`config.mk`:
```
export PLATFORM = sky130hd
export DESIGN_NAME = serial_ctl_port
export DESIGN_NICKNAME = d
export VERILOG_FILES = /design/src/rtl/scp_pkg.sv /design/src/rtl/scp_sync.sv /design/src/rtl/scp_cmd_decode.sv /design/src/rtl/scp_shift_core.sv /design/src/rtl/serial_ctl_port.sv
export SDC_FILE = /design/constraint.sdc
export NUM_CORES = 1
export LEC_CHECK = 0
export BUFFER_PORTS_ARGS = -buffer_cell sky130_fd_sc_hd__buf_2
export CAP_MARGIN = 15
export CORE_MARGIN = 2
export CORE_UTILIZATION = 37
export DETAILED_ROUTE_END_ITERATION = 10
export GPL_TIMING_DRIVEN = 0
export HOLD_SLACK_MARGIN = 0.06
export PLACE_DENSITY = 0.56
export SYNTH_ARGS = -nofsm -noshare
export SYNTH_HDL_FRONTEND = slang
export SYNTH_HIERARCHICAL = 1
export SYNTH_SLANG_ARGS = --single-unit
```
`constraint.sdc`:
```
create_clock -name clk -period 1.69 [get_ports clk]
set_clock_uncertainty 0.1 [all_clocks]
set_input_delay 0.338 -clock clk [delete_from_list [all_inputs] [get_ports clk]]
set_output_delay 0.338 -clock clk [all_outputs]
set_load 0.03 [all_outputs]
```
`src/rtl/scp_pkg.sv`:
```
package scp_pkg;
    // Command code is {address, rd}
    typedef enum logic [1:0] {
        CMD_SHIFT_IN  = 2'b00,
        CMD_SHIFT_OUT = 2'b01,
        CMD_COMMIT    = 2'b10,
        CMD_STAT_RUN  = 2'b11
    } cmd_e;
endpackage

```
`src/rtl/scp_sync.sv`:
```
module scp_sync #(
    parameter int           W       = 1,
    parameter int           STAGES  = 2,
    parameter logic [W-1:0] RST_VAL = '0
) (
    input  logic         clk,
    input  logic         rst_n,
    input  logic [W-1:0] d,
    output logic [W-1:0] q
);
    logic [W-1:0] chain_q [STAGES];

    for (genvar g = 0; g < STAGES; g++) begin : g_stage
        if (g == 0) begin : g_first
            always_ff @(posedge clk or negedge rst_n) begin
                if (!rst_n) chain_q[g] <= RST_VAL;
                else        chain_q[g] <= d;
            end
        end else begin : g_next
            always_ff @(posedge clk or negedge rst_n) begin
                if (!rst_n) chain_q[g] <= RST_VAL;
                else        chain_q[g] <= chain_q[g-1];
            end
        end
    end

    assign q = chain_q[STAGES-1];
endmodule

```
`src/rtl/scp_cmd_decode.sv`:
```
module scp_cmd_decode
    import scp_pkg::*;
(
    input  logic clk,
    input  logic rst_n,
    input  logic sel_n_s,
    input  logic rd_s,
    input  logic addr_s,
    output logic fall_p,
    output logic rise_p,
    output cmd_e cmd_now,
    output cmd_e cmd_q,
    output logic drive_q
);
    typedef struct packed {
        logic sel_prev;
        cmd_e cmd;
        logic drive;
    } dec_t;

    dec_t st_d, st_q;

    always_comb begin
        st_d          = st_q;
        cmd_now       = cmd_e'({addr_s, rd_s});
        fall_p        = st_q.sel_prev & ~sel_n_s;
        rise_p        = ~st_q.sel_prev & sel_n_s;
        st_d.sel_prev = sel_n_s;
        if (fall_p) begin
            st_d.cmd   = cmd_now;
            st_d.drive = (cmd_now == CMD_SHIFT_OUT);
        end
        if (rise_p) begin
            st_d.drive = 1'b0;
        end
    end

    always_ff @(posedge clk or negedge rst_n) begin
        if (!rst_n) begin
            st_q <= '{sel_prev: 1'b1, cmd: CMD_SHIFT_IN, drive: 1'b0};
        end else begin
            st_q <= st_d;
        end
    end

    assign cmd_q   = st_q.cmd;
    assign drive_q = st_q.drive;
endmodule

```
`src/rtl/scp_shift_core.sv`:
```
module scp_shift_core
    import scp_pkg::*;
#(
    parameter int CTRL_W = 47,
    parameter int STAT_W = 12
) (
    input  logic                     clk,
    input  logic                     rst_n,
    input  logic                     fall_p,
    input  logic                     rise_p,
    input  cmd_e                     cmd_now,
    input  cmd_e                     cmd_q,
    input  logic                     din,
    input  logic [STAT_W-1:0]        stat_in,
    output logic [CTRL_W+STAT_W-1:0] sr,
    output logic                     refresh,
    output logic [CTRL_W-1:0]        ctrl
);
    localparam int TOT = CTRL_W + STAT_W;

    typedef struct packed {
        logic [TOT-1:0]    sr;
        logic              refresh;
        logic [CTRL_W-1:0] ctrl;
    } core_t;

    core_t st_d, st_q;

    always_comb begin
        st_d = st_q;
        // live status follows inputs while refresh mode is on
        if (st_q.refresh) begin
            st_d.sr[TOT-1:CTRL_W] = stat_in;
        end
        // any address-low command freezes the status snapshot
        if (fall_p && (cmd_now == CMD_SHIFT_IN || cmd_now == CMD_SHIFT_OUT)) begin
            st_d.refresh = 1'b0;
        end
        if (rise_p) begin
            unique case (cmd_q)
                CMD_SHIFT_IN:  st_d.sr      = {st_q.sr[TOT-2:0], din};
                CMD_SHIFT_OUT: st_d.sr      = {st_q.sr[TOT-2:0], st_q.sr[TOT-1]};
                CMD_COMMIT:    st_d.ctrl    = st_q.sr[CTRL_W-1:0];
                CMD_STAT_RUN:  st_d.refresh = 1'b1;
                default:       st_d.refresh = st_q.refresh;
            endcase
        end
    end

    always_ff @(posedge clk or negedge rst_n) begin
        if (!rst_n) begin
            st_q <= '0;
        end else begin
            st_q <= st_d;
        end
    end

    assign sr      = st_q.sr;
    assign refresh = st_q.refresh;
    assign ctrl    = st_q.ctrl;
endmodule

```
`src/rtl/serial_ctl_port.sv`:
```
module serial_ctl_port
    import scp_pkg::*;
#(
    parameter int CTRL_W      = 47,
    parameter int STAT_W      = 12,
    parameter int SYNC_STAGES = 2
) (
    input  logic              clk,
    input  logic              rst_n,
    input  logic              host_sel_n,
    input  logic              host_rd,
    input  logic              host_addr,
    input  logic              host_dat_in,
    output logic              host_dat_out,
    output logic              host_dat_oe,
    input  logic [STAT_W-1:0] stat_in,
    output logic [CTRL_W-1:0] ctrl_out
);
    localparam int TOT = CTRL_W + STAT_W;

    logic [3:0]     pins_s;
    logic           sel_n_s, rd_s, addr_s, din_s;
    logic           fall_p, rise_p;
    cmd_e           cmd_now, cmd_q;
    logic           drive_q;
    logic [TOT-1:0] sr;
    logic           refresh;

    // bundle order {data, addr, rd, sel_n}; chip select idles high
    scp_sync #(
        .W      (4),
        .STAGES (SYNC_STAGES),
        .RST_VAL(4'b0001)
    ) i_sync (
        .clk  (clk),
        .rst_n(rst_n),
        .d    ({host_dat_in, host_addr, host_rd, host_sel_n}),
        .q    (pins_s)
    );

    assign {din_s, addr_s, rd_s, sel_n_s} = pins_s;

    scp_cmd_decode i_dec (
        .clk    (clk),
        .rst_n  (rst_n),
        .sel_n_s(sel_n_s),
        .rd_s   (rd_s),
        .addr_s (addr_s),
        .fall_p (fall_p),
        .rise_p (rise_p),
        .cmd_now(cmd_now),
        .cmd_q  (cmd_q),
        .drive_q(drive_q)
    );

    scp_shift_core #(
        .CTRL_W(CTRL_W),
        .STAT_W(STAT_W)
    ) i_core (
        .clk    (clk),
        .rst_n  (rst_n),
        .fall_p (fall_p),
        .rise_p (rise_p),
        .cmd_now(cmd_now),
        .cmd_q  (cmd_q),
        .din    (din_s),
        .stat_in(stat_in),
        .sr     (sr),
        .refresh(refresh),
        .ctrl   (ctrl_out)
    );

    assign host_dat_out = sr[TOT-1];
    assign host_dat_oe  = drive_q;
endmodule

```
==> flow_summary.ini <==
[outcome]
outcome = complete, but fails checks
failed_checks = negative setup slack

[setup_path]
required_ps = 1880
crit_path_end_kind = flop
cp-start-kind = flop
crit_fanout = 6
worstSetupPathType = flop to flop
arrival_ps = 2010

[sta]
hold_ws_ps = 189
fin_tns_setup_ps = -7940
grt_setup_unrepaired = true
layout_setup_ws_ps = -132
fmax_ghz = 0.549
layout_min_cycle_time_ps = 1820
worstMarginPinSlew_ps = 546
relSlewSlack_pct = 63.6
slew_viol_final = 0
finalCritPeriodShare_pct = 108
hold_viol = 0
final-setup-viol-count = 93

[final_layout]
final_util_pct = 50.6
area_delta_synth_final_pct = 33.7
layout.nets = 395
n_antenna_cell = 0
layout-drive-gt1-share_pct = 66.2

[global_route]
track_usage_pct = 12.8
grt_max_degree = 63
grt_antenna_before_repair = 0
grt_overflow = 0
grt_pass1_wl_mm = 13.7
grt_pass1_vias = 2654

[route]
drt_wl_total_mm = 8.59
route.detailed.wl_per_inst_um = 15.3
drtIter0Drc = 127
num_vias = 2523
drt_pass1_iterations = 3
final_antenna_net_count = 0
via_per_inst = 4.51
drc_errors = 0

[placed_design]
hpwlAfterDp_mm = 5.20
place_ws_ps = -174
io_buffers = 66
routabilityCongestion = 0.681

[clock_network]
root_buffer = clkbuf_16
cts_buffers = 17
cts_tree = done
cts.path.max_buffers = 2
h-tree-depth = 4
clk_latency_ps = 410
clock-sinks = 119
clk_pin_slew_ps = 50

[pwr]
p_sw_share_pct = 23.8
peakVddDrop_v = 0.00117
total_power_uw = 8710
switchingPower_uw = 2070
intPower_uw = 6640
clock_power_share_pct = 44.0
p_per_area_nw_per_um2 = 1370
p_comb_share_pct = 15.9
seqPwrFrac_pct = 40.0
p_leak_uw = 0.00333

[floorplan]
die_w_um = 117
die_h_um = 117
start_util_pct = 37.8
ioPinCount = 67
rows = 41
core-area_sq_um = 12600
die-area_sq_um = 13800

[logic_synthesis]
ys_warn_count = 6
syn_inst = 271
synth_nets = 291
syn_area_per_cell_sq_um = 17.6
syn_area_sq_um = 4760

[flow_run]
maxCapViolations = 0

[worst_hold_path]
hold_class = primary input to flop
==> registers in the layout (all words and copies together) (netlist names) <==
signal / cells
i_dec/st_q: 1
i_dec/drive_q: 1
i_dec/cmd_q: 2
i_core/ctrl: 47
i_sync/chain_q: 4
i_core/sr: 59
i_sync/q: 4
i_core/refresh: 1
==> layout make-up <==
type                    instances  area (sq um)
flip-flops and latches        119          2980
plain buffers                  19           243
inverters                       3          11.3
fillers                      1060          6210
multi-input cells             129          1630
well taps                     172           215
clock inverters                 8           143
repair buffers                 86           641
clock buffers                  24           492
==> worst paths after layout <==
check | endpoint | start | depth (start not counted) | slack, ps
max reg2reg | i_core/ctrl[5] | i_dec/st_q[3] | 7 | -130
min reg2reg | i_sync/q[1] | i_sync/chain_q[5] | 0 | 250
min in group asynchronous | i_core/ctrl[32] | rst_n | 2 | 360
min | i_core/sr[54] | stat_in[7] | 3 | 190
max | i_core/ctrl[5] | i_dec/st_q[3] | 7 | -130
max in group asynchronous | i_sync/q[0] | rst_n | 3 | 360
==> repair_timing <==
| action | CTS | global route |
|---|---|---|
| gates cloned | 2 | 4 |
| buffers inserted | 3 | 5 |
| pin swaps | 1 | 1 |
| setup endpoints to repair | 99 | 105 |
| hold endpoints to repair | 61 | 0 |
| resized for setup | 17 | 13 |
| hold buffers | 5 | 0 |
==> placed cells by master, fill, tap and decap left out <==
master and n:
dfstp_2 3, clkbuf_16 21, buf_16 3, dfrtp_1 116
buf_6 4, nor2b_4 1, clkbuf_1 3, mux2_4 47
o41ai_2 1, mux2_2 74, a32o_1 1, clkinv_2 3
dlygate4sd3_1 5, buf_8 2, ha_1 1, nand2_1 1
nand2b_1 1, buf_4 14, buf_12 7, bufinv_16 4
inv_2 1, inv_1 2, ha_4 1, clkinvlp_4 1
clkbuf_8 4, buf_2 66, nand3b_1 1
==> through the flow <==
step	instances	cell area [sq um]
floorplan	271	4780
global placement	509	5330
detailed placement	510	5360
CTS	551	6170
global route	560	6360
finish	560	6360
==> critical path, stage by stage (launching register included) <==
cell and delay (ps):
dfstp_2 540, inv_2 40, ha_4 170, nand3b_1 130, buf_4 140, buf_12 130
buf_6 130, mux2_2 330
==> per-layer routing <==
| metal | track usage (%) | up-vias | part of all wire, % |
|---|---|---|---|
| li1 | - | 1164 | - |
| met1 | 16.5 | 1292 | 48 |
| met2 | 18.9 | 57 | 46 |
| met3 | 5.45 | 10 | 4.9 |
| met4 | 5.42 | 0 | 1.2 |
| met5 | 0 | - | 0 |
==> power by group through the flow <==
stage	Combinational [uW]	Clock [uW]	Sequential [uW]
after floorplan	744	0	3680
after global placement	1250	0	3510
after detailed placement	1290	0	3530
after CTS	1340	3910	3490
after global routing	1490	4050	3540
final	1390	3830	3490
No activity file was read; power rests on OpenSTA's default activity.
